### src/rtl/tw_reg_pkg.sv
package tw_reg_pkg;

    typedef enum logic [2:0] {
        ST_IDLE,
        ST_CMD,
        ST_WR,
        ST_RD,
        ST_DONE
    } tw_state_e;

    typedef enum logic [2:0] {
        OP_NONE,
        OP_READ,
        OP_WRITE,
        OP_START,
        OP_STOP,
        OP_SRST
    } tw_op_e;

    typedef enum logic [1:0] {
        TG_HI,
        TG_LO,
        TG_CFG,
        TG_TEMP
    } tw_tgt_e;

endpackage

### src/rtl/tw_sync.sv
module tw_sync #(
    parameter int N      = 3,
    parameter int STAGES = 2
) (
    input  logic         clk_i,
    input  logic         rst_ni,
    input  logic [N-1:0] async_i,
    output logic [N-1:0] sync_o
);

    generate
        for (genvar i = 0; i < N; i++) begin : g_line
            logic [STAGES-1:0] chain_q;
            always_ff @(posedge clk_i or negedge rst_ni) begin
                if (!rst_ni) begin
                    chain_q <= '0;
                end else begin
                    chain_q <= {chain_q[STAGES-2:0], async_i[i]};
                end
            end
            assign sync_o[i] = chain_q[STAGES-1];
        end
    endgenerate

endmodule

### src/rtl/tw_cmd_decode.sv
module tw_cmd_decode
    import tw_reg_pkg::*;
#(
    parameter int         CNTW     = 4,
    parameter int         DW       = 12,
    parameter int         CFGW     = 8,
    parameter logic [7:0] OPC_RD_T = 8'hA0,
    parameter logic [7:0] OPC_RD_H = 8'hA1,
    parameter logic [7:0] OPC_RD_L = 8'hA2,
    parameter logic [7:0] OPC_RD_C = 8'hAC,
    parameter logic [7:0] OPC_WR_H = 8'h11,
    parameter logic [7:0] OPC_WR_L = 8'h12,
    parameter logic [7:0] OPC_WR_C = 8'h1C,
    parameter logic [7:0] OPC_GO   = 8'h5A,
    parameter logic [7:0] OPC_HALT = 8'h5B,
    parameter logic [7:0] OPC_SRST = 8'h5F
) (
    input  logic [7:0]      opc_i,
    output tw_op_e          op_o,
    output tw_tgt_e         tgt_o,
    output logic [CNTW-1:0] len_o
);

    always_comb begin
        op_o  = OP_NONE;
        tgt_o = TG_TEMP;
        len_o = '0;
        if (opc_i == OPC_RD_T) begin
            op_o  = OP_READ;
            tgt_o = TG_TEMP;
        end else if (opc_i == OPC_RD_H) begin
            op_o  = OP_READ;
            tgt_o = TG_HI;
        end else if (opc_i == OPC_RD_L) begin
            op_o  = OP_READ;
            tgt_o = TG_LO;
        end else if (opc_i == OPC_RD_C) begin
            op_o  = OP_READ;
            tgt_o = TG_CFG;
        end else if (opc_i == OPC_WR_H) begin
            op_o  = OP_WRITE;
            tgt_o = TG_HI;
            len_o = CNTW'(DW);
        end else if (opc_i == OPC_WR_L) begin
            op_o  = OP_WRITE;
            tgt_o = TG_LO;
            len_o = CNTW'(DW);
        end else if (opc_i == OPC_WR_C) begin
            op_o  = OP_WRITE;
            tgt_o = TG_CFG;
            len_o = CNTW'(CFGW);
        end else if (opc_i == OPC_GO) begin
            op_o = OP_START;
        end else if (opc_i == OPC_HALT) begin
            op_o = OP_STOP;
        end else if (opc_i == OPC_SRST) begin
            op_o = OP_SRST;
        end
    end

endmodule

### src/rtl/tw_conv_time.sv
module tw_conv_time #(
    parameter int RW    = 2,
    parameter int QBASE = 375,
    parameter int TW    = 12
) (
    input  logic [RW-1:0] res_i,
    output logic [TW-1:0] qms_o
);

    always_comb begin
        qms_o = TW'(QBASE) << res_i;
    end

endmodule

### src/rtl/tw_reg_slave.sv
module tw_reg_slave
    import tw_reg_pkg::*;
#(
    parameter int          DW          = 12,
    parameter int          CFGW        = 8,
    parameter int          RES_LSB     = 2,
    parameter int          SYNC_STAGES = 2,
    parameter int          QBASE       = 375,
    parameter logic [11:0] HI_RST      = 12'h3C0,
    parameter logic [11:0] LO_RST      = 12'h100,
    parameter logic [7:0]  CFG_RST     = 8'h0C,
    parameter logic [7:0]  OPC_RD_T    = 8'hA0,
    parameter logic [7:0]  OPC_RD_H    = 8'hA1,
    parameter logic [7:0]  OPC_RD_L    = 8'hA2,
    parameter logic [7:0]  OPC_RD_C    = 8'hAC,
    parameter logic [7:0]  OPC_WR_H    = 8'h11,
    parameter logic [7:0]  OPC_WR_L    = 8'h12,
    parameter logic [7:0]  OPC_WR_C    = 8'h1C,
    parameter logic [7:0]  OPC_GO      = 8'h5A,
    parameter logic [7:0]  OPC_HALT    = 8'h5B,
    parameter logic [7:0]  OPC_SRST    = 8'h5F,
    localparam int         MAXB        = (DW > 8) ? DW : 8,
    localparam int         CNTW        = $clog2(MAXB + 1),
    localparam int         TW          = $clog2(QBASE * 8 + 1)
) (
    input  logic            clk_i,
    input  logic            rst_ni,
    input  logic            sel_i,
    input  logic            sck_i,
    input  logic            sdio_i,
    input  logic [DW-1:0]   temp_i,
    output logic            sdio_o,
    output logic            sdio_oe_o,
    output logic [DW-1:0]   hi_thr_o,
    output logic [DW-1:0]   lo_thr_o,
    output logic [CFGW-1:0] cfg_o,
    output logic [TW-1:0]   conv_qms_o,
    output logic            conv_start_o,
    output logic            conv_stop_o,
    output logic            soft_rst_o
);

    typedef struct packed {
        tw_state_e       st;
        tw_tgt_e         tgt;
        logic [CNTW-1:0] cnt;
        logic [CNTW-1:0] need;
        logic [7:0]      cmd;
        logic [DW-1:0]   sh;
        logic [DW-1:0]   hi;
        logic [DW-1:0]   lo;
        logic [CFGW-1:0] cfg;
        logic            sck_prev;
        logic            dout;
        logic            oe;
        logic            p_go;
        logic            p_halt;
        logic            p_srst;
    } slave_t;

    localparam slave_t RST_VAL = '{
        st:       ST_IDLE,
        tgt:      TG_TEMP,
        cnt:      '0,
        need:     '0,
        cmd:      '0,
        sh:       '0,
        hi:       DW'(HI_RST),
        lo:       DW'(LO_RST),
        cfg:      CFGW'(CFG_RST),
        sck_prev: 1'b0,
        dout:     1'b0,
        oe:       1'b0,
        p_go:     1'b0,
        p_halt:   1'b0,
        p_srst:   1'b0
    };

    slave_t q, d;

    logic [2:0] sync_lines;
    logic       sel_s, sck_s, din_s;
    logic       sck_rise, sck_fall;
    logic [7:0] cmd_nx;
    tw_op_e     dec_op;
    tw_tgt_e    dec_tgt;
    logic [CNTW-1:0] dec_len;
    logic [DW-1:0]   wr_nx;

    tw_sync #(
        .N      (3),
        .STAGES (SYNC_STAGES)
    ) u_sync (
        .clk_i   (clk_i),
        .rst_ni  (rst_ni),
        .async_i ({sdio_i, sck_i, sel_i}),
        .sync_o  (sync_lines)
    );

    assign sel_s    = sync_lines[0];
    assign sck_s    = sync_lines[1];
    assign din_s    = sync_lines[2];
    assign sck_rise = sck_s & ~q.sck_prev;
    assign sck_fall = ~sck_s & q.sck_prev;
    assign cmd_nx   = {din_s, q.cmd[7:1]};

    tw_cmd_decode #(
        .CNTW     (CNTW),
        .DW       (DW),
        .CFGW     (CFGW),
        .OPC_RD_T (OPC_RD_T),
        .OPC_RD_H (OPC_RD_H),
        .OPC_RD_L (OPC_RD_L),
        .OPC_RD_C (OPC_RD_C),
        .OPC_WR_H (OPC_WR_H),
        .OPC_WR_L (OPC_WR_L),
        .OPC_WR_C (OPC_WR_C),
        .OPC_GO   (OPC_GO),
        .OPC_HALT (OPC_HALT),
        .OPC_SRST (OPC_SRST)
    ) u_dec (
        .opc_i (cmd_nx),
        .op_o  (dec_op),
        .tgt_o (dec_tgt),
        .len_o (dec_len)
    );

    tw_conv_time #(
        .RW    (2),
        .QBASE (QBASE),
        .TW    (TW)
    ) u_conv (
        .res_i (q.cfg[RES_LSB+1:RES_LSB]),
        .qms_o (conv_qms_o)
    );

    always_comb begin
        wr_nx = q.sh;
        wr_nx[q.cnt] = din_s;
    end

    always_comb begin
        d          = q;
        d.sck_prev = sck_s;
        d.p_go     = 1'b0;
        d.p_halt   = 1'b0;
        d.p_srst   = 1'b0;
        if (!sel_s) begin
            d.st   = ST_IDLE;
            d.cnt  = '0;
            d.oe   = 1'b0;
            d.dout = 1'b0;
        end else begin
            unique case (q.st)
                ST_IDLE: begin
                    d.st  = ST_CMD;
                    d.cnt = '0;
                    d.cmd = '0;
                end
                ST_CMD: begin
                    if (sck_rise) begin
                        d.cmd = cmd_nx;
                        if (q.cnt == CNTW'(7)) begin
                            d.cnt = '0;
                            d.sh  = '0;
                            d.tgt = dec_tgt;
                            unique case (dec_op)
                                OP_READ: begin
                                    d.st = ST_RD;
                                    unique case (dec_tgt)
                                        TG_HI:   d.sh = q.hi;
                                        TG_LO:   d.sh = q.lo;
                                        TG_CFG:  d.sh = DW'(q.cfg);
                                        default: d.sh = temp_i;
                                    endcase
                                end
                                OP_WRITE: begin
                                    d.st   = ST_WR;
                                    d.need = dec_len;
                                end
                                OP_START: begin
                                    d.st   = ST_DONE;
                                    d.p_go = 1'b1;
                                end
                                OP_STOP: begin
                                    d.st     = ST_DONE;
                                    d.p_halt = 1'b1;
                                end
                                OP_SRST: begin
                                    d.st     = ST_DONE;
                                    d.p_srst = 1'b1;
                                end
                                default: d.st = ST_DONE;
                            endcase
                        end else begin
                            d.cnt = q.cnt + CNTW'(1);
                        end
                    end
                end
                ST_WR: begin
                    if (sck_rise) begin
                        d.sh  = wr_nx;
                        d.cnt = q.cnt + CNTW'(1);
                        if (q.cnt == q.need - CNTW'(1)) begin
                            d.st = ST_DONE;
                            unique case (q.tgt)
                                TG_HI:   d.hi  = wr_nx;
                                TG_LO:   d.lo  = wr_nx;
                                TG_CFG:  d.cfg = wr_nx[CFGW-1:0];
                                default: d.st  = ST_DONE;
                            endcase
                        end
                    end
                end
                ST_RD: begin
                    if (sck_fall) begin
                        d.dout = q.sh[0];
                        d.oe   = 1'b1;
                        d.sh   = q.sh >> 1;
                    end else if (sck_rise) begin
                        d.oe = 1'b0;
                    end
                end
                default: begin
                    d.oe = 1'b0;
                end
            endcase
        end
    end

    always_ff @(posedge clk_i or negedge rst_ni) begin
        if (!rst_ni) begin
            q <= RST_VAL;
        end else begin
            q <= d;
        end
    end

    assign sdio_o       = q.dout;
    assign sdio_oe_o    = q.oe;
    assign hi_thr_o     = q.hi;
    assign lo_thr_o     = q.lo;
    assign cfg_o        = q.cfg;
    assign conv_start_o = q.p_go;
    assign conv_stop_o  = q.p_halt;
    assign soft_rst_o   = q.p_srst;

    // deselect releases the data line on the next cycle
    a_r1_release_on_deselect: assert property (@(posedge clk_i) disable iff (!rst_ni)
        !sel_s |=> !sdio_oe_o);

    // a rising serial-clock edge ends the drive window
    a_r3_release_after_rise: assert property (@(posedge clk_i) disable iff (!rst_ni)
        sck_rise |=> !sdio_oe_o);

    // in the read phase a falling edge starts driving
    a_r3_drive_after_fall: assert property (@(posedge clk_i) disable iff (!rst_ni)
        (sel_s && q.st == ST_RD && sck_fall) |=> sdio_oe_o);

    // pulses are mutually exclusive
    a_r4_pulse_onehot: assert property (@(posedge clk_i) disable iff (!rst_ni)
        $onehot0({conv_start_o, conv_stop_o, soft_rst_o}));

    // every pulse lasts a single cycle
    a_r4_pulse_single: assert property (@(posedge clk_i) disable iff (!rst_ni)
        (conv_start_o || conv_stop_o || soft_rst_o) |=>
            !(conv_start_o || conv_stop_o || soft_rst_o));

    // registers cannot change while deselected
    a_r7_hold_when_deselected: assert property (@(posedge clk_i) disable iff (!rst_ni)
        !sel_s |=> ($stable(hi_thr_o) && $stable(lo_thr_o) && $stable(cfg_o)));

    // an ignored transaction never drives the line
    a_r9_quiet_when_done: assert property (@(posedge clk_i) disable iff (!rst_ni)
        (q.st == ST_DONE) |=> !sdio_oe_o);

endmodule

### config.mk
export PLATFORM = sky130hd
export DESIGN_NAME = tw_reg_slave
export DESIGN_NICKNAME = d
export VERILOG_FILES = /design/src/rtl/tw_reg_pkg.sv /design/src/rtl/tw_sync.sv /design/src/rtl/tw_cmd_decode.sv /design/src/rtl/tw_conv_time.sv /design/src/rtl/tw_reg_slave.sv
export SDC_FILE = /design/constraint.sdc
export NUM_CORES = 1
export LEC_CHECK = 0
export ABC_AREA = 1
export ABC_CLOCK_PERIOD_IN_PS = 2600
export CAP_MARGIN = 15
export CORE_MARGIN = 4
export CORE_UTILIZATION = 50
export CTS_BUF_LIST = sky130_fd_sc_hd__clkbuf_8
export CTS_CLUSTER_SIZE = 14
export DETAILED_ROUTE_END_ITERATION = 10
export DONT_BUFFER_PORTS = 1
export HOLD_SLACK_MARGIN = 0.06
export PLACE_DENSITY = 0.73
export SETUP_SLACK_MARGIN = 0.2
export SLEW_MARGIN = 15
export SYNTH_ARGS = -nofsm -noshare
export SYNTH_HDL_FRONTEND = slang
export SYNTH_SLANG_ARGS = --single-unit
### constraint.sdc
create_clock -name clk_i -period 2.6 [get_ports clk_i]
set_input_delay 0.52 -clock clk_i [delete_from_list [all_inputs] [get_ports clk_i]]
set_output_delay 0.52 -clock clk_i [all_outputs]
set_load 0.01 [all_outputs]
==> impl_metrics.py <==
metrics = {
    "global_route": {
        "grtUsageTotal": 0.214,
        "grt_pass1_vias": 3624,
        "grt_pass1_wl_mm": 17.8,
        "grt_max_degree": 75,
        "overflow": 0,
        "antenna_found_initial": 1,
    },
    "cts": {
        "post-cts-setup-buffer-count": 0,
        "cts_max_level": 3,
        "cts_root_buffer": "clkbuf_8",
        "cts_buffers": 9,
        "clock_latency_ns": 0.35,
        "clkSlewWorstSetupHoldPaths_ns": 0.08,
        "cts_tree": "built",
        "cts_resized": 0,
        "cts.sinks": 74,
        "clk_path_buf_depth": 2,
    },
    "synth": {
        "synth_top_cell_area_share": 0.357,
        "synth_fp_nets": 608,
        "synth_cells": 585,
        "synthTopCellsByArea": "dfrtp_1 36%, nand2_1 9.8%, nand3_1 7.4%, buf_4 6.6%, o21ai_0 6.3%",
        "ys_types": 40,
        "ys_seq_elements": 74,
        "seq_area_frac_synth": 0.409,
        "syn_area_um2": 4550,
        "synth.largest_area_cell": "dfrtp_1",
        "ys_warn_count": 0,
        "syn_area_per_cell_um2": 7.78,
    },
    "placed_design": {
        "portBuffers": 0,
        "routabilityCongestion": 0.868,
        "dp_worst_setup_slack_ns": 0.423,
        "dp_hpwl_mm": 7.52,
    },
    "layout": {
        "nets": 568,
        "layout_commonest_cell": "nand2_1",
        "final_cell_mix": "119 x nand2_1, 67 x nand3_1, 65 x dfrtp_1",
        "multi_input_area_um2": 2030,
        "fin_util": 0.518,
        "drive_gt1_frac": 0.140,
        "area_delta_synth_final_pct": 0.303,
        "regArea_um2": 1860,
        "fillers": 813,
    },
    "drt": {
        "num_vias": 3706,
        "ant_nets": 0,
        "drc": 0,
        "via_per_inst": 5.62,
        "avgRoutedWirePerCell_um": 16.1,
        "first_iter_violations": 197,
        "first_pass_iters": 5,
        "drt-total-wl_mm": 10.6,
    },
    "sta": {
        "fin_skew_ns": 0.0130,
        "finalSetupViolations": 0,
        "maxSlewViolCount": 0,
        "worst_pin_slew_ns": 0.980,
        "rsz0062_at_grt": "no",
        "relSlewSlack": 0.344,
        "timing.final.ws_setup_ns": 0.432,
        "max_freq_mhz": 461,
        "setup_tns_ns": 0,
        "fin_crit_sh": 0.834,
        "period_minus_slack_ns": 2.17,
        "hold_violations": 0,
    },
    "critical_path": {
        "crit_type": "flip-flop to flip-flop",
        "crit_required_ns": 2.88,
        "rr_worst_depth": 9,
        "crit_path_start_kind": "flip-flop",
        "reg2reg_slack_ns": 0.43,
        "r2r_start": "cmd_nx[6]$_DFFE_PN0P_",
        "cp-end-kind": "flip-flop",
        "reg2reg_to": "q[42]$_DFFE_PN0P_",
        "worst-path-max-fanout": 12,
        "cp.arrival_ns": 2.44,
    },
    "power": {
        "p_per_area_nw_per_um2": 658,
        "ir_drop_mv": 0.371,
        "leakage_uw": 0.00214,
    },
    "floorplanning": {
        "start_util": 0.517,
        "die_h_um": 103,
        "core-area_um2": 8810,
        "rows": 34,
        "io_pins": 66,
        "die_w_um": 103,
        "dieArea_um2": 10700,
    },
    "min_path": {
        "hp-start": "sck_i",
        "hp-class": "input port to flip-flop",
        "hold_end": "u_sync.g_line[1].chain_q[0]$_DFF_PN0_",
        "hold_depth": 0,
    },
    "run": {
        "drv_cap": 0,
    },
    "outcome": {
        "status": "finished, final reports clean",
    },
}
cells in the mapped netlist:
cell type / number
nand2_1: 119
nand3_1: 67
dfrtp_1: 65
nor2_1: 57
o21ai_0: 57
inv_1: 56
buf_4: 40
o21ai_2: 20
a21oi_1: 16
dfstp_2: 9
nand3b_1: 8
o22ai_1: 8
buf_2: 7
buf_6: 7
ha_1: 6
inv_2: 5
clkbuf_1: 4
nand2_2: 4
nor2_2: 3
nor2_4: 3
a31oi_1: 2
nand4_4: 2
nor3_1: 2
nor4_1: 2
a211o_1: 1
a21boi_2: 1
a21oi_2: 1
a22oi_4: 1
and2_4: 1
and3_1: 1
buf_1: 1
nand2_4: 1
nand3_2: 1
nand4_1: 1
nor3_2: 1
o21ai_1: 1
o2bb2ai_1: 1
o2bb2ai_2: 1
o311ai_0: 1
xor2_1: 1
worst max-delay path, cell delays in order, from the launching register on:
cell and delay (ns):
dfrtp_1 0.42, nor2_1 0.11, nand2_1 0.12, nor2_1 0.18, a21oi_2 0.11, nor2_1 0.75, nand2_1 0.14, inv_1 0.09
nand2_1 0.05, a21oi_1 0.11
final cells by class:
class,count,share of cell area
antenna,1,0.000548
clock buffer,10,0.0302
clock inverter,6,0.0181
inverter,61,0.0502
multi-input combinational,391,0.445
sequential,74,0.408
tap,108,0.0296
timing repair buffer,8,0.0181
registers in the layout, summed over array words and instances (netlist names):
name / count
conv_start_o: 1
cfg_o: 8
sdio_o: 1
cmd_nx: 7
hi_thr_o: 12
q: 24
conv_stop_o: 1
u_sync.g_line.chain_q: 6
soft_rst_o: 1
sdio_oe_o: 1
lo_thr_o: 12
cell families after synthesis:
logic type      count (synthesis)  share of synthesized area
xor+xnor                        1                    0.00193
flops                          74                      0.409
fa+ha+maj                       6                     0.0165
simple gates                  273                      0.275
compound gates                111                      0.152
buf+inv                       120                      0.145
per-stage QoR:
stage                     instance area, µm²  cells  power, µW  hold WS [ns]
after global routing                    4560    659       3200         0.167
after detailed placement                4300    640       1990         0.227
after CTS                               4560    658       3030         0.173
after floorplan                         4550    585       1820         0.224
after global placement                  4300    640       1970         0.228
final                                   4560    659       3000         0.196
worst max path at each step:
stage                          start  cells past startpoint                        to  slack (ns)
5_1_grt        cmd_nx[6]$_DFFE_PN0P_                      9         q[42]$_DFFE_PN0P_        0.21
3_5_place_dp   cmd_nx[2]$_DFFE_PN0P_                      9         q[42]$_DFFE_PN0P_        0.42
3_3_place_gp   cmd_nx[0]$_DFFE_PN0P_                      9         q[42]$_DFFE_PN0P_        0.54
6_report       cmd_nx[6]$_DFFE_PN0P_                      9         q[42]$_DFFE_PN0P_        0.43
2_1_floorplan      q[65]$_DFFE_PN0P_                     11  lo_thr_o[11]$_DFFE_PN0P_        1.03
4_1_cts        cmd_nx[6]$_DFFE_PN0P_                      9         q[42]$_DFFE_PN0P_        0.41
what timing repair did:
action	4_1_cts	5_1_grt
hold buffers	2	0
endpoints found under the hold margin	74	0
setup endpoints to repair	0	0
metal layers:
layer / part of all wire / vias up / GRT usage / wire length [µm]
met5: 0 / - / 0 / 0
met1: 0.43 / 1764 / 0.278 / 4530
met3: 0.073 / 17 / 0.0496 / 774
met2: 0.49 / 130 / 0.356 / 5140
li1: - / 1795 / - / -
met4: 0.013 / 0 / 0.0608 / 137
where the power goes:
part / switching [µW] / internal [µW] / leakage [µW]
Combinational: 440 / 187 / 0.00108
Clock: 433 / 562 / 0.000117
Sequential: 109 / 1270 / 0.000944
Total: 983 / 2020 / 0.00214
(Power assumes the default switching activity.)
